<file path="config.mk">
export PLATFORM = sky130hd
export DESIGN_NAME = uart_rx_vote
export DESIGN_NICKNAME = d
export VERILOG_FILES = /design/src/rtl/uart_rx_vote_pkg.sv /design/src/rtl/rx_tick_div.sv /design/src/rtl/rx_vote.sv /design/src/rtl/rx_standby.sv /design/src/rtl/uart_rx_vote.sv
export SDC_FILE = /design/constraint.sdc
export NUM_CORES = 1
export LEC_CHECK = 0
export ABC_AREA = 0
export CORE_MARGIN = 10
export CORE_UTILIZATION = 40
export DETAILED_ROUTE_END_ITERATION = 7
export SKIP_CTS_REPAIR_TIMING = 1
export SLEW_MARGIN = 20
export SYNTH_ARGS = -nofsm -noshare
export SYNTH_HDL_FRONTEND = slang
export SYNTH_SLANG_ARGS = --single-unit
</file>
<file path="constraint.sdc">
create_clock -name clk -period 3.7 [get_ports clk]
set_input_delay 0.74 -clock clk [delete_from_list [all_inputs] [get_ports clk]]
set_output_delay 0.74 -clock clk [all_outputs]
set_load 0.02 [all_outputs]
</file>
<file path="src/rtl/uart_rx_vote_pkg.sv">
package uart_rx_vote_pkg;
  localparam int OSR      = 16;
  localparam int PH_W     = $clog2(OSR);
  localparam int MAX_BITS = 9;
  localparam int BIT_W    = $clog2(MAX_BITS + 1);

  typedef enum logic [1:0] {
    ST_IDLE,
    ST_START,
    ST_DATA,
    ST_STOP
  } rx_state_e;
endpackage

</file>
<file path="src/rtl/rx_tick_div.sv">
module rx_tick_div #(
  parameter int DIV_W = 16
) (
  input  logic             clk,
  input  logic             rst_n,
  input  logic [DIV_W-1:0] baud_div_i,
  output logic             tick_o
);
  logic [DIV_W-1:0] cnt_q, cnt_d;

  always_comb begin
    tick_o = (cnt_q >= baud_div_i);
    cnt_d  = tick_o ? '0 : cnt_q + 1'b1;
  end

  always_ff @(posedge clk or negedge rst_n) begin
    if (!rst_n) cnt_q <= '0;
    else        cnt_q <= cnt_d;
  end


  tick_spacing_chk: assert property (@(posedge clk) disable iff (!rst_n)
    (tick_o && baud_div_i != '0) |=> (!tick_o || baud_div_i == '0));
endmodule

</file>
<file path="src/rtl/rx_vote.sv">
module rx_vote (
  input  logic clk,
  input  logic rst_n,
  input  logic clr_i,
  input  logic smp_i,
  input  logic bit_i,
  input  logic wide_i,
  output logic maj_o,
  output logic noisy_o
);
  logic [2:0] ones_q, ones_d, tot_q, tot_d, ones_all, need;

  always_comb begin
    ones_all = ones_q + {2'b00, smp_i & bit_i};
    need     = wide_i ? 3'd7 : 3'd3;
    maj_o    = wide_i ? (ones_all >= 3'd4) : (ones_all >= 3'd2);
    noisy_o  = (ones_all != 3'd0) && (ones_all != need);
    ones_d   = ones_q;
    tot_d    = tot_q;
    if (clr_i) begin
      ones_d = '0;
      tot_d  = '0;
    end else if (smp_i) begin
      ones_d = ones_all;
      tot_d  = tot_q + 3'd1;
    end
  end

  always_ff @(posedge clk or negedge rst_n) begin
    if (!rst_n) begin
      ones_q <= '0;
      tot_q  <= '0;
    end else begin
      ones_q <= ones_d;
      tot_q  <= tot_d;
    end
  end


  ones_bound_chk: assert property (@(posedge clk) disable iff (!rst_n)
    ones_q <= tot_q);
endmodule

</file>
<file path="src/rtl/rx_standby.sv">
module rx_standby #(
  parameter int OSR = 16
) (
  input  logic clk,
  input  logic rst_n,
  input  logic tick_i,
  input  logic rx_i,
  input  logic req_i,
  input  logic nine_i,
  output logic standby_o
);
  localparam int THR8  = 10 * OSR;
  localparam int THR9  = 11 * OSR;
  localparam int CNT_W = $clog2(THR9);

  logic [CNT_W-1:0] cnt_q, cnt_d, lim;
  logic             sb_q, sb_d;

  always_comb begin
    lim  = nine_i ? CNT_W'(THR9 - 1) : CNT_W'(THR8 - 1);
    cnt_d = cnt_q;
    sb_d  = sb_q;
    if (req_i) begin
      sb_d  = 1'b1;
      cnt_d = '0;
    end else if (sb_q && tick_i) begin
      if (!rx_i) begin
        cnt_d = '0;
      end else if (cnt_q >= lim) begin
        sb_d  = 1'b0;
        cnt_d = '0;
      end else begin
        cnt_d = cnt_q + 1'b1;
      end
    end
  end

  always_ff @(posedge clk or negedge rst_n) begin
    if (!rst_n) begin
      cnt_q <= '0;
      sb_q  <= 1'b0;
    end else begin
      cnt_q <= cnt_d;
      sb_q  <= sb_d;
    end
  end

  assign standby_o = sb_q;


  wake_needs_high_chk: assert property (@(posedge clk) disable iff (!rst_n)
    $fell(sb_q) |-> $past(rx_i));
endmodule

</file>
<file path="src/rtl/uart_rx_vote.sv">
module uart_rx_vote
  import uart_rx_vote_pkg::*;
#(
  parameter int DIV_W = 16
) (
  input  logic             clk,
  input  logic             rst_n,
  input  logic [DIV_W-1:0] baud_div_i,
  input  logic             rx_i,
  input  logic             nine_bit_i,
  input  logic             standby_req_i,
  input  logic             rd_ack_i,
  output logic [8:0]       rx_data_o,
  output logic             rx_full_o,
  output logic             noise_o,
  output logic             frame_err_o,
  output logic             overrun_o,
  output logic             standby_o
);
  localparam logic [PH_W-1:0] SS_LO = PH_W'(3);
  localparam logic [PH_W-1:0] DS_LO = PH_W'(7);
  localparam logic [PH_W-1:0] DEC   = PH_W'(9);
  localparam logic [PH_W-1:0] EARLY = PH_W'(12);
  localparam logic [PH_W-1:0] PLAST = PH_W'(OSR - 1);
  localparam logic [PH_W-1:0] PONE  = PH_W'(1);

  logic tick, fall, v_clr, v_smp, v_wide, v_maj, v_noisy, done, stop_ok;
  logic bit_end;
  rx_state_e        st_q, st_d;
  logic [PH_W-1:0]  ph_q, ph_d;
  logic [BIT_W-1:0] bit_q, bit_d, last_bit;
  logic [8:0]       shf_q, shf_d, data_q, data_d;
  logic             nz_q, nz_d, prev_q;
  logic             full_q, full_d, ovr_q, ovr_d, fe_q, fe_d, nzo_q, nzo_d;

  rx_tick_div #(.DIV_W(DIV_W)) u_div (
    .clk(clk), .rst_n(rst_n), .baud_div_i(baud_div_i), .tick_o(tick));

  rx_vote u_vote (
    .clk(clk), .rst_n(rst_n), .clr_i(v_clr), .smp_i(v_smp), .bit_i(rx_i),
    .wide_i(v_wide), .maj_o(v_maj), .noisy_o(v_noisy));

  rx_standby #(.OSR(OSR)) u_sb (
    .clk(clk), .rst_n(rst_n), .tick_i(tick), .rx_i(rx_i),
    .req_i(standby_req_i), .nine_i(nine_bit_i), .standby_o(standby_o));

  // frame sequencer: next state
  always_comb begin
    st_d     = st_q;
    ph_d     = ph_q;
    bit_d    = bit_q;
    shf_d    = shf_q;
    nz_d     = nz_q;
    v_clr    = 1'b0;
    v_smp    = 1'b0;
    v_wide   = (st_q != ST_DATA);
    done     = 1'b0;
    stop_ok  = 1'b1;
    last_bit = nine_bit_i ? BIT_W'(8) : BIT_W'(7);
    fall     = tick && prev_q && !rx_i;
    bit_end  = (ph_q == PLAST) || (fall && ph_q >= EARLY);
    if (tick) begin
      ph_d = ph_q + 1'b1;
      unique case (st_q)
        ST_IDLE: begin
          ph_d = '0;
          if (!rx_i) begin
            st_d  = ST_START;
            ph_d  = PONE;
            v_clr = 1'b1;
            shf_d = '0;
            nz_d  = 1'b0;
          end
        end
        ST_START: begin
          v_smp = (ph_q >= SS_LO) && (ph_q <= DEC);
          if (fall && ph_q >= PONE && ph_q < SS_LO) ph_d = PONE;
          if (ph_q == DEC) begin
            if (v_maj) begin
              st_d = ST_IDLE;
              ph_d = '0;
            end else begin
              nz_d = nz_q | v_noisy;
            end
          end else if (bit_end) begin
            st_d  = ST_DATA;
            bit_d = '0;
            v_clr = 1'b1;
            ph_d  = fall ? PONE : '0;
          end
        end
        ST_DATA: begin
          v_smp = (ph_q >= DS_LO) && (ph_q <= DEC);
          if (fall && ph_q >= PONE && ph_q < DS_LO) ph_d = PONE;
          if (ph_q == DEC) begin
            shf_d[bit_q] = v_maj;
            nz_d         = nz_q | v_noisy;
          end else if (bit_end) begin
            v_clr = 1'b1;
            ph_d  = fall ? PONE : '0;
            if (bit_q >= last_bit) st_d = ST_STOP;
            else                   bit_d = bit_q + 1'b1;
          end
        end
        ST_STOP: begin
          v_smp = (ph_q >= SS_LO) && (ph_q <= DEC);
          if (ph_q == DEC) begin
            done    = 1'b1;
            stop_ok = v_maj;
            nz_d    = nz_q | v_noisy;
            st_d    = ST_IDLE;
            ph_d    = '0;
          end
        end
        default: st_d = ST_IDLE;
      endcase
    end
  end

  // holding register: next state
  always_comb begin
    full_d = full_q & ~rd_ack_i;
    ovr_d  = ovr_q & ~rd_ack_i;
    data_d = data_q;
    fe_d   = fe_q;
    nzo_d  = nzo_q;
    if (done && !standby_o) begin
      if (full_d) begin
        ovr_d = 1'b1;
      end else begin
        full_d = 1'b1;
        data_d = nine_bit_i ? shf_q : {1'b0, shf_q[7:0]};
        fe_d   = ~stop_ok;
        nzo_d  = nz_d;
      end
    end
  end

  always_ff @(posedge clk or negedge rst_n) begin
    if (!rst_n) begin
      st_q   <= ST_IDLE;
      ph_q   <= '0;
      bit_q  <= '0;
      shf_q  <= '0;
      nz_q   <= 1'b0;
      prev_q <= 1'b1;
      full_q <= 1'b0;
      ovr_q  <= 1'b0;
      data_q <= '0;
      fe_q   <= 1'b0;
      nzo_q  <= 1'b0;
    end else begin
      st_q   <= st_d;
      ph_q   <= ph_d;
      bit_q  <= bit_d;
      shf_q  <= shf_d;
      nz_q   <= nz_d;
      if (tick) prev_q <= rx_i;
      full_q <= full_d;
      ovr_q  <= ovr_d;
      data_q <= data_d;
      fe_q   <= fe_d;
      nzo_q  <= nzo_d;
    end
  end

  assign rx_data_o   = data_q;
  assign rx_full_o   = full_q;
  assign noise_o     = nzo_q;
  assign frame_err_o = fe_q;
  assign overrun_o   = ovr_q;


  overrun_full_chk: assert property (@(posedge clk) disable iff (!rst_n)
    overrun_o |-> rx_full_o);


  standby_hold_chk: assert property (@(posedge clk) disable iff (!rst_n)
    (standby_o && $past(standby_o)) |-> ($stable(rx_data_o) && $stable(frame_err_o)));


  bit_index_chk: assert property (@(posedge clk) disable iff (!rst_n)
    (st_q == ST_DATA) |-> (bit_q <= BIT_W'(8)));


  load_after_stop_chk: assert property (@(posedge clk) disable iff (!rst_n)
    $rose(rx_full_o) |-> ($past(st_q) == ST_STOP));
endmodule

</file>
* After elaboration in Yosys (flattened, before gate mapping)
Cells that the tools add are included.
** Operators by class
- $add $sub $neg :: 5
- Magnitude comparators :: 14
- Eq/ne operators :: 18
- Muxes and demuxes :: 70
- Bitwise operators :: 7
- Reductions and logical operators :: 31
** Operators by type and width (count)
- two-way mux 4 bit :: 14
- two-way mux 8 bit :: 4
- two-way mux 1 bit :: 27
- two-way mux 9 bit :: 3
- inequality test 2 bit (second input constant) :: 10
- one-hot mux 9 bit (2 select lines) :: 1
- adder 16 x 1 -> 16 bit (second input constant) :: 1
- >= comparator 16 bit :: 1
- two-way mux 16 bit :: 1
- two-way mux 2 bit :: 8
- one-hot mux 4 bit (4 select lines) :: 1
- logical AND 1 bit :: 12
- nonzero test 2 bit :: 6
- bitwise mux 9 bit :: 1
- two-way mux 3 bit :: 3
- adder 4 x 1 -> 4 bit (second input constant) :: 2
- adder 8 x 1 -> 8 bit (second input constant) :: 1
- equality test 4 bit (second input constant) :: 2
- >= comparator 4 x 1 -> 1 bit (second input constant) :: 2
- >= comparator 8 bit :: 1
- one-hot mux 2 bit (4 select lines) :: 1
- one-hot mux 4 bit (2 select lines) :: 1
- AND reduction 8 bit :: 1
- AND reduction 7 bit :: 1
- 30 further kinds :: 40
** Word-level totals
- Bits in registers :: 62
- Bits of input ports :: 22
- Output and inout bits :: 14

* Depth between registers and ports, before layout
Gate-level depths: netlist (run 1).
- Word-level depth :: 13
- Depth in mapped cells :: 18
- Mapped depth without buffers :: 17

* Cells and area by module
A second synthesis (run 1) with hierarchy kept.
** Second synthesis, totals
- Cells, all modules :: 422
- Area total of the unflattened synthesis :: 4080.2 um^2
** Modules (own cells, without submodules)
- uart_rx_vote :: instances 1, cells each 218, area an instance 2093.3 um^2
- rx_tick_div :: instances 1, cells each 130, area an instance 1260.0 um^2
- rx_standby :: instances 1, cells each 54, area an instance 506.7 um^2
- rx_vote :: instances 1, cells each 20, area an instance 220.2 um^2

* Worst setup path after synthesis (run 1)
OpenSTA, ideal clock, no wires.
- Path type :: input to register
- Start :: in baud_div_i[1]
- End :: reg nzo_q, in the netlist noise_o
- Library setup time :: 0.125 ns
- Arrival :: 3.772 ns
- Setup slack :: -0.197 ns
- Cell stages on the path :: 18
- Path buffers :: 1
- Cell sequence :: inv_1 ha_1 nor2b_1 o211a_1 o311ai_4 nand3_2 buf_6 and3_1 and2_1 ha_1 ha_1 xnor2_1 xnor2_1 nand3_1 o31ai_1 a211oi_1 a32o_1 mux2_2
** Between the ends
- Cells in the longest elaborated chain, start to end :: 11
- Elaborated cells on any way between the ends :: 19
- Those cells by class :: 1 x add/sub; 3 x order compare; 1 x eq/ne; 8 x mux; 2 x bitwise; 4 x reduce/logical
** RTL lines
- from (decl) :: line uart_rx_vote.sv:8 : input logic [DIV_W-1:0] baud_div_i,
- >= comparator 16 bit (*) :: line rx_tick_div.sv:12 : tick_o = (cnt_q >= baud_div_i);
- parallel branches: the longest is 9 deep, another holds adder 3 x 1 -> 3 bit
- two-way mux 1 bit (*) :: line uart_rx_vote.sv:62 : if (tick) begin
- net nz_d :: line uart_rx_vote.sv:33 : logic nz_q, nz_d, prev_q;
- to (signal assigned) :: line uart_rx_vote.sv:163 : nzo_q <= nzo_d;
- to (decl) :: line uart_rx_vote.sv:34 : logic full_q, full_d, ovr_q, ovr_d, fe_q, fe_d, nzo_q, nzo_d;
Mark *: on every way through the listed nets, which the timed path passes.
A chain may end at the register's enable or synchronous reset.

* Final worst setup path (run 1)
- Start :: in baud_div_i[11]
- End :: reg nzo_q, in the netlist noise_o
The elaborated chain is that of the path after synthesis.

==> results of run 1 <==
==> cells by family (layout without fill, tap and decap cells) <==
family / count (synthesis) / count (layout) / synth area share, %
flip-flops: 62 / 62 / 39.5
multiplexers: 15 / 15 / 4.17
buffers and inverters: 52 / 107 / 5.38
AND/OR/NAND/NOR: 130 / 130 / 16.8
XOR/XNOR: 18 / 18 / 4.01
AO/OA/AOI/OAI: 112 / 112 / 18.4
adder cells (fa/ha/maj): 37 / 37 / 11.8
==> stage by stage <==
| stage | cell area (µm²) | std cells | hold WS [ns] | power (µW) | setup WS, ns |
|---|---|---|---|---|---|
| after floorplan | 3950 | 426 | 0.432 | 1500 | -0.0173 |
| after global placement | 4510 | 596 | 0.439 | 1700 | -0.482 |
| after detailed placement | 4510 | 596 | 0.444 | 1720 | -0.533 |
| after CTS | 4760 | 612 | 0.454 | 2500 | -0.178 |
| after global routing | 5030 | 614 | 0.408 | 2790 | -0.0546 |
| final | 5030 | 614 | 0.376 | 2600 | 0.0784 |
==> flip-flops by register name (all words and copies together), names as in the netlist, 3 cells and up, named ones only <==
signal,count
ph_q,4
shf_q,9
bit_q,4
u_div.cnt_q,16
u_sb.cnt_q,8
rx_data_o,9
u_vote.ones_q,3
==> layout make-up <==
cell class                      instances  area, µm²
Clock buffer                            9        124
Clock inverter                          7        125
Fill cell                             907       4650
Inverter                               39        146
Multi-Input combinational cell        312       2420
Sequential cell                        62       1550
Tap cell                              133        166
Timing Repair Buffer                   52        495
==> layer usage <==
| metal | global-route usage (%) | vias to the layer above | wire length (µm) |
|---|---|---|---|
| li1 | - | 1605 | - |
| met1 | 17.2 | 1555 | 4360 |
| met2 | 19.0 | 54 | 4210 |
| met3 | 3.21 | 5 | 371 |
| met4 | 4.20 | 0 | 55 |
| met5 | 0 | - | 0 |
==> cells in the mapped netlist, types with 3 or more instances <==
master                     number  area, µm²
sky130_fd_sc_hd__o21a_1         3       22.5
sky130_fd_sc_hd__nand3_1       18       90.1
sky130_fd_sc_hd__nor2_1        34        128
sky130_fd_sc_hd__xnor2_1        9       78.8
sky130_fd_sc_hd__a31oi_1        4       25.0
sky130_fd_sc_hd__nand2_1       28        105
sky130_fd_sc_hd__o21ai_0       42        210
sky130_fd_sc_hd__ha_1          37        463
sky130_fd_sc_hd__nand2b_1       7       43.8
sky130_fd_sc_hd__and2_1         4       25.0
sky130_fd_sc_hd__a21oi_1       27        135
sky130_fd_sc_hd__nor3_1         4       20.0
sky130_fd_sc_hd__xor2_1         9       78.8
sky130_fd_sc_hd__and3_1        10       62.6
sky130_fd_sc_hd__mux2i_1        4       40.0
sky130_fd_sc_hd__a22o_1         4       35.0
sky130_fd_sc_hd__clkbuf_1       5       18.8
sky130_fd_sc_hd__nor2b_1        8       50.1
sky130_fd_sc_hd__buf_2          4       20.0
sky130_fd_sc_hd__dfrtp_1       61       1530
sky130_fd_sc_hd__o31ai_1        5       37.5
sky130_fd_sc_hd__a21o_1         3       22.5
sky130_fd_sc_hd__inv_1         39        146
sky130_fd_sc_hd__nand4_1        5       31.3
sky130_fd_sc_hd__mux2_2        11        124
==> power groups by stage <==
stage          clock network, µW  logic [µW]  registers [µW]
6_report                     763         943             897
5_1_grt                      806        1070             917
3_3_place_gp                   0         809             892
4_1_cts                      781         831             883
3_5_place_dp                   0         826             896
2_1_floorplan                  0         639             856
==> critical path, cell delays in order <==
cell and delay (ns):
sky130_fd_sc_hd__clkdlybuf4s50_1 0.46, sky130_fd_sc_hd__inv_1 0.06, sky130_fd_sc_hd__ha_4 0.22, sky130_fd_sc_hd__a21oi_2 0.12, sky130_fd_sc_hd__o21a_1 0.19, sky130_fd_sc_hd__a2bb2oi_4 0.17
sky130_fd_sc_hd__nand3_2 0.10, sky130_fd_sc_hd__and3_4 0.17, sky130_fd_sc_hd__and2_1 0.15, sky130_fd_sc_hd__ha_2 0.18, sky130_fd_sc_hd__ha_4 0.19, sky130_fd_sc_hd__xnor2_4 0.18
sky130_fd_sc_hd__xnor2_1 0.14, sky130_fd_sc_hd__nand3_1 0.09, sky130_fd_sc_hd__o31ai_1 0.09, sky130_fd_sc_hd__a211oi_1 0.08, sky130_fd_sc_hd__a32o_2 0.27, sky130_fd_sc_hd__mux2_2 0.26
==> final timing paths <==
check                                          from                        to  slack (ns)  depth (start not counted)
setup reg to reg           u_div.cnt_q[1]$_DFF_PN0_       noise_o$_DFFE_PN0P_        0.25                         16
hold reg to reg                  prev_q$_DFFE_PN1N_        prev_q$_DFFE_PN1N_        0.45                          2
min in group clk                 prev_q$_DFFE_PN1N_        prev_q$_DFFE_PN1N_        0.45                          2
max in group asynchronous                     rst_n        prev_q$_DFFE_PN1N_        2.66                          2
setup / recovery                     baud_div_i[11]       noise_o$_DFFE_PN0P_        0.08                         18
hold / removal                                rst_n  rx_data_o[6]$_DFFE_PN0P_        0.38                          1
==> results.cfg, run 1 <==
[run_status]
outcome = complete, no violations

[timing]
slew_headroom_pct = 63.1
tns_ns = 0
timing.final.hold_violations = 0
final_period_minus_worst_setup_slack_ns = 3.62
setup_violations = 0
maxClockFrequency_mhz = 276
layout_worst_path_cycle_share_pct = 97.9
finClkSkew_ns = 0.0114
worstMarginPinSlew_ns = 0.550
final-max-slew-violation-count = 0

[floorplan]
initial_core_util_pct = 40.6
io-pin-count = 36
dieHeight_um = 119
coreArea_um2 = 9680
fp-row-count = 36
horizontal_die_dimension_um = 119
die-area_um2 = 14200

[min_path]
hold_path_class = in2async

[synthesis]
synth_flop_cell = sky130_fd_sc_hd__dfrtp_1
syn_area_um2 = 3930
seq_area_frac_synth_pct = 39.5
synth.ff_latch_count = 62
synth_fp_nets = 485
netlist_instances = 426
yosys_warnings = 0
async_reset_ff_share_pct = 100
synthesis.area_per_instance_um2 = 9.23
synth_cell_types = 56
synth-edff-count = 0

[power]
power.clock.fraction_pct = 29.3
p_per_area_nw_per_um2 = 517
worst_ir_drop_vdd_mv = 0.235
power.share.switching_pct = 37.5
lkg_pwr_uw = 0.00231
pwr-share-comb_pct = 36.2
power_report.internal_total_uw = 1620
netSwitchingPower_uw = 977
seq_power_share_pct = 34.5

[drt]
wl_mm = 8.99
antenna_violating_nets_post_route = 0
drt_iter0_drc = 219
drt-wirelength-per-cell_um = 14.6
drt-pass1-iter-count = 4
drc_errors = 0
vias = 3219
vias_per_cell = 5.24

[job]
cap_viol_max_count = 0

[global_routing]
grt_overflow_total = 0
grt_max_degree = 45
global_route_wire_length_before_repair_mm = 15.2
grt_use_total_pct = 12.6
antenna_found_initial = 0
grt_pass1_vias = 3092

[cells_and_area]
drive_gt1_share_pct = 18.9
most-common-layout-cells = 61 x sky130_fd_sc_hd__dfrtp_1, 38 x sky130_fd_sc_hd__o21ai_0, 34 x sky130_fd_sc_hd__nor2_1
core_util_final_pct = 52.0
layout.cells.most_common = sky130_fd_sc_hd__dfrtp_1
area_delta_synth_final_pct = 28.0
finalNetCount = 535
antenna-diode-count = 0

[critical_path]
worst_ep_arrival_time_ns = 3.85
cp_max_fo = 3
setup.worst_path.end_class = flop
kind_of_start_point_of_the_critical_path = input pin
worst_setup_path_category = in2reg
crit_required_ns = 3.93

[cts]
ctsLongestPathBuffers = 2
clock-root-buffer = sky130_fd_sc_hd__clkbuf_8
worst_skew_pair.late_latency_ns = 0.35
cts-buffers-inserted = 9
cts_sinks = 62
clk_pin_slew_worst_paths_ns = 0.08
cts.htree.levels = 3
cts_tree = built

[place]
io_buffers = 35
dp_hpwl_mm = 6.45
finalWeightedCongestion = 0.802
No activity file was read; power rests on OpenSTA's default activity.
==> inputs of run 2 (changes only) <==
ABC_AREA = unset   (was 0)
GPL_ROUTABILITY_DRIVEN = 0   (was unset)
SYNTH_HIERARCHICAL = 1   (was unset)
==> run 2 against run 1 <==
Non-clock buffer count is 11 higher; clock skew fell by 0.0016 ns; sequential cell count unchanged; hold slack gained 0.010 ns; die area is 3.1% higher; critical path depth increased by 1; power is 4.4% lower; clock power is 14% lower; clock-buffer cell count grew 1; critical endpoint unchanged.
==> results.cfg, run 2 <==
[cts]
clk_pin_slew_worst_paths_ns = 0.07
cts-buffers-inserted = 9
cts.htree.levels = 3
worst_skew_pair.late_latency_ns = 0.34
ctsLongestPathBuffers = 2
cts_sinks = 62
clock-root-buffer = sky130_fd_sc_hd__clkbuf_8
cts_tree = built

[synthesis]
synth_fp_nets = 481
synth_cell_types = 65
synthesis.area_per_instance_um2 = 9.67
synth_flop_cell = sky130_fd_sc_hd__dfrtp_1
yosys_warnings = 6
library_cell_with_the_highest_instance_count_after_synthesis = sky130_fd_sc_hd__dfrtp_1
seq_area_frac_synth_pct = 38.1
synthDominantCellAreaShare_pct = 37.4
synth.area.top_cells = sky130_fd_sc_hd__dfrtp_1 37%, sky130_fd_sc_hd__ha_1 11%, sky130_fd_sc_hd__xnor2_1 4.5%
async_reset_ff_share_pct = 100
synth-edff-count = 0
synth.ff_latch_count = 62
netlist_instances = 422
syn_area_um2 = 4080
yosys-top-cells-count = 61 x sky130_fd_sc_hd__dfrtp_1, 42 x sky130_fd_sc_hd__nand2_1, 39 x sky130_fd_sc_hd__inv_1
yosysTopAreaCell = sky130_fd_sc_hd__dfrtp_1

[place]
dp.cells = 603
post_placement_setup_slack_ns = -0.690
io_buffers = 35
dp_hpwl_mm = 6.91
placed_area_um2 = 4870

[run_status]
outcome = complete, no violations

[timing]
timing.final.hold_violations = 0
layout_setup_ws_ns = 0.0508
maxClockFrequency_mhz = 274
worstMarginPinSlew_ns = 0.584
rsz_0062_raised_after_global_routing = true
layout_worst_path_cycle_share_pct = 98.6
finClkSkew_ns = 0.00980
final_period_minus_worst_setup_slack_ns = 3.65
slew_headroom_pct = 61.1
setup_violations = 0
final-max-slew-violation-count = 0

[floorplan]
die-area_um2 = 14600
horizontal_die_dimension_um = 121
io-pin-count = 36
fp-row-count = 36
dieHeight_um = 121
coreArea_um2 = 9860
initial_core_util_pct = 41.4

[critical_path]
worst_setup_path_category = in2reg
worst_ep_arrival_time_ns = 3.88
crit_required_ns = 3.93
cp_max_fo = 4
kind_of_start_point_of_the_critical_path = input pin
crit_chain = clkbuf_2 > inv_2 > ha_4 > nand4_1 > or3_4 > o31ai_4 > or3_4 > nand2_4 > nor2_4 > and2_4 > ha_4 > ha_4 > inv_4 > o21ai_4 > nand2b_1 > a211oi_2 > o21ai_1 > a32o_2 > mux2_4
path_common_cell = sky130_fd_sc_hd__ha_4
critical-path-slowest-cell = sky130_fd_sc_hd__or3_4
critical_path.max_stage_delay_ns = 0.45
setup.worst_path.end_class = flop

[cells_and_area]
instances_no_fill = 623
finish.instance_area_um2 = 5250
antenna-diode-count = 0
area_delta_synth_final_pct = 28.7
most-common-layout-cells = 60 x sky130_fd_sc_hd__dfrtp_1, 41 x sky130_fd_sc_hd__nand2_1, 29 x sky130_fd_sc_hd__buf_4
finalNetCount = 544
layout.cells.most_common = sky130_fd_sc_hd__dfrtp_1
number_of_flip_flops_in_the_largest_register = 16
drive_gt1_share_pct = 25.9
most_flop_heavy_register = u_div/cnt_q

[drt]
drt-wirelength-per-cell_um = 15.5
antenna_violating_nets_post_route = 0
vias = 3260
drt_iter0_drc = 134
drt-pass1-iter-count = 4
drc_errors = 0
vias_per_cell = 5.23
wl_mm = 9.65

[min_path]
hold_path_class = in2async

[power]
worst_ir_drop_vdd_mv = 0.276
lkg_pwr_uw = 0.00236
p_per_area_nw_per_um2 = 474

[global_routing]
grt_overflow_total = 0
grt_max_degree = 44
global_route_wire_length_before_repair_mm = 16.3
grt_use_total_pct = 13.5
grt_pass1_vias = 3335
antenna_found_initial = 0

[job]
cap_viol_max_count = 0
[run 2: cell types whose count changed after synthesis, sizes merged, moves of 3 or more]
cell,change
a211oi,-3
and3,-7
nor2b,-6
mux2i,+11
o21ai,-23
nand2,+14
nand4,+4
a31oi,-4
xnor2,+12
nor4,+18
xor2,-8
nor2,-4
a22o,-3
a21oi,-11
[run 2: through the flow]
step / setup TNS (ns) / total power [µW] / hold slack [ns] / util, %
finish: 0 / 2490 / 0.386 / 53.2
global route: -0.0305 / 2670 / 0.417 / 53.2
CTS: -1.33 / 2440 / 0.516 / 51.6
detailed placement: -9.14 / 1770 / 0.495 / 49.4
global placement: -8.61 / 1750 / 0.487 / 49.4
floorplan: -0.191 / 1540 / 0.444 / -
[run 2: power breakdown]
part	leakage (µW)	switching, µW	total (µW)	internal, µW
clock network	0.000106	279	657	378
logic	0.00145	505	931	426
registers	0.000812	126	900	774
[run 2: path summary, 6_finish.rpt]
kind / start / to / slack [ns] / depth (start not counted)
min: rst_n / u_vote/ones_q[2]$_DFFE_PN0P_ / 0.39 / 1
max in group asynchronous: rst_n / shf_q[4]$_DFFE_PN0P_ / 2.63 / 2
max: baud_div_i[14] / noise_o$_DFFE_PN0P_ / 0.05 / 19
min in group clk: rx_data_o[6]$_DFFE_PN0P_ / rx_data_o[6]$_DFFE_PN0P_ / 0.51 / 1
min reg2reg: rx_data_o[6]$_DFFE_PN0P_ / rx_data_o[6]$_DFFE_PN0P_ / 0.51 / 1
max reg2reg: u_div/cnt_q[13]$_DFF_PN0_ / noise_o$_DFFE_PN0P_ / 0.10 / 17
[run 2: cell type report]
type | instances | area [µm²]
fill | 883 | 4610
sequential | 62 | 1550
inverter | 39 | 149
clock inverter | 6 | 86.3
timing repair buffer | 63 | 558
multi-input combinational | 310 | 2610
tap | 133 | 166
clock buffer | 10 | 128
[run 2: routing by layer]
layer	wire length, µm	part of all wire (%)	track usage [%]
met3	387	4.0	4.05
met1	4480	46	17.3
met2	4660	48	21.4
met4	128	1.3	3.92
met5	0	0	0
[run 2: worst max-delay path: cells and delay by family]
family	cells	cell delay (ns)
buffers and inverters	3	0.15
multiplexers	1	0.25
adder cells (fa/ha/maj)	3	0.53
AO/OA/AOI/OAI	5	1.02
AND/OR/NAND/NOR	7	1.19
[run 2: cell families (layout without fill, tap and decap cells)]
kind of cell,after synthesis,after routing,share of synthesized area (%)
AOI/OAI and AO/OA,67,67,12.4
xor gates and xnor gates,23,23,5.31
adders and majority gates,37,37,11.3
buffers and inverters,50,118,4.97
DFF,62,62,38.1
muxes,25,25,6.44
and+or+nand+nor,158,158,21.5
==> inputs of run 3 (changes only) <==
clock period = 3.8 ns   (was 3.7 ns; I/O delays follow)
==> run 3 against run 2 <==
Global-route usage is 0.13 points lower; die area did not move; sequential cell count unchanged; clock-buffer cell count up 2; cell area shrank 0.52%; critical path depth fell by 1; sequential power down 1%; register-to-register slack gained 0.07 ns; largest cell class unchanged.
==> results.cfg, run 3 (synthesized netlist as in run 2, its figures left out) <==
[run_status]
outcome = complete, no violations

[cells_and_area]
most_flop_heavy_register = u_div/cnt_q
finalNetCount = 542
antenna-diode-count = 0
area_delta_synth_final_pct = 28.0
layout.cells.most_common = sky130_fd_sc_hd__dfrtp_1
drive_gt1_share_pct = 24.8
most-common-layout-cells = 61 x sky130_fd_sc_hd__dfrtp_1, 41 x sky130_fd_sc_hd__nand2_1, 26 x sky130_fd_sc_hd__nor2_1, 26 x sky130_fd_sc_hd__buf_4, 24 x sky130_fd_sc_hd__inv_1
layout.filler_cells = 887
core_util_final_pct = 53.0
finish.instance_area_um2 = 5220
number_of_flip_flops_in_the_largest_register = 16

[global_routing]
grt_max_degree = 41
gr-usage-met1_pct = 16.5
grt_overflow_total = 0
groute.layer.met2.usage_pct = 22.0
grt_use_total_pct = 13.4
grt_pass1_vias = 3379
globalRouteMet3Util_pct = 3.54
global_route_wire_length_before_repair_mm = 16.1
grt_most_used_layer = met2
antenna_found_initial = 0

[cts]
cts.htree.levels = 3
clock-root-buffer = sky130_fd_sc_hd__clkbuf_8
cts_sinks = 62
ctsLongestPathBuffers = 2
clk_pin_slew_worst_paths_ns = 0.07
cts_tree = built
worst_skew_pair.late_latency_ns = 0.34
cts-buffers-inserted = 9

[critical_path]
worst_ep_arrival_time_ns = 3.89
worst_setup_path_category = in2reg
setup.worst_path.end_class = flop
crit_required_ns = 4.03
cp_max_fo = 3
kind_of_start_point_of_the_critical_path = input pin

[floorplan]
io-pin-count = 36
die-area_um2 = 14600
dieHeight_um = 121
fp-row-count = 36
horizontal_die_dimension_um = 121
coreArea_um2 = 9860
initial_core_util_pct = 41.4

[timing]
maxClockFrequency_mhz = 273
final-max-slew-violation-count = 0
final_period_minus_worst_setup_slack_ns = 3.66
worstMarginPinSlew_ns = 0.524
slew_headroom_pct = 65.0
layout_worst_path_cycle_share_pct = 96.4
layout_setup_ws_ns = 0.135
rsz_0062_raised_after_global_routing = true
finClkSkew_ns = 0.00735
timing.final.hold_violations = 0
hold_slack_ns = 0.383
setup_violations = 0

[power]
overall_power_uw = 2340
worst_ir_drop_vdd_mv = 0.185
p_per_area_nw_per_um2 = 448
lkg_pwr_uw = 0.00235

[drt]
vias = 3272
drt_iter0_drc = 132
drt-pass1-iter-count = 4
antenna_violating_nets_post_route = 0
drc_errors = 0
wl_mm = 9.65
vias_per_cell = 5.27
drt-wirelength-per-cell_um = 15.5

[job]
cap_viol_max_count = 0

[place]
io_buffers = 35
post_placement_setup_slack_ns = -0.665
dp_hpwl_mm = 7.03
placed_area_um2 = 4850

[min_path]
hold_path_class = in2async
run 3: cell types whose count changed in the layout (fill, tap and decap cells not counted), moves of 2 or more:
cell | before | now
sky130_fd_sc_hd__ha_1 | 23 | 21
sky130_fd_sc_hd__clkbuf_2 | 5 | 2
sky130_fd_sc_hd__buf_4 | 29 | 26
sky130_fd_sc_hd__clkbuf_1 | 1 | 3
sky130_fd_sc_hd__ha_4 | 14 | 16
sky130_fd_sc_hd__dlymetal6s2s_1 | 9 | 11
run 3: report_power, final:
group	switching (µW)	total, µW	internal [µW]
sequential	136	889	753
combinational	485	892	407
clock	257	559	302
run 3: worst paths after layout:
kind                                                 from                   end  slack [ns]  cells past startpoint
min in group clk                     shf_q[0]$_DFFE_PN0P_  shf_q[0]$_DFFE_PN0P_        0.51                      2
worst max-delay path                        baud_div_i[0]   noise_o$_DFFE_PN0P_        0.14                     18
max in group asynchronous                           rst_n    prev_q$_DFFE_PN1P_        2.49                      2
worst max register to register  u_div/cnt_q[12]$_DFF_PN0_   noise_o$_DFFE_PN0P_        0.17                     17
worst min register to register       shf_q[0]$_DFFE_PN0P_  shf_q[0]$_DFFE_PN0P_        0.51                      2
worst min-delay path                                rst_n   ph_q[1]$_DFFE_PN0P_        0.38                      1
run 3: worst max-delay path, stage by stage:
cell and delay, ns:
sky130_fd_sc_hd__clkbuf_2 0.10, sky130_fd_sc_hd__ha_4 0.20, sky130_fd_sc_hd__nand2b_4 0.14, sky130_fd_sc_hd__a2111oi_4 0.39, sky130_fd_sc_hd__o31ai_4 0.11, sky130_fd_sc_hd__or3_4 0.36
sky130_fd_sc_hd__nand2_4 0.09, sky130_fd_sc_hd__nor2_4 0.04, sky130_fd_sc_hd__and2_4 0.14, sky130_fd_sc_hd__ha_4 0.16, sky130_fd_sc_hd__ha_4 0.27, sky130_fd_sc_hd__inv_4 0.03
sky130_fd_sc_hd__o21ai_4 0.16, sky130_fd_sc_hd__nand2b_1 0.10, sky130_fd_sc_hd__a211oi_2 0.25, sky130_fd_sc_hd__o21ai_1 0.08, sky130_fd_sc_hd__a32o_2 0.25, sky130_fd_sc_hd__mux2_4 0.25
run 3: final cells by class:
class | instances | area [µm²] | share of cell area, %
flip-flops and latches | 62 | 1550 | 29.7
repair buffers | 61 | 562 | 10.8
well taps | 133 | 166 | 3.19
inverters | 39 | 151 | 2.90
clock buffers | 12 | 135 | 2.59
multi-input cells | 310 | 2610 | 49.9
clock inverters | 4 | 47.5 | 0.910
run 3: through the flow:
stage               TNS (ns)  instances
detailed placement     -9.30        600
global route         -0.0176        621
finish                     0        621
global placement       -7.48        600
floorplan            -0.0645        422
CTS                    -2.38        616
run 3: per-layer routing:
layer	share of wire, %	wire, µm
met2	48	4650
met5	0	0
met3	3.5	340
met4	1.7	163
met1	47	4500
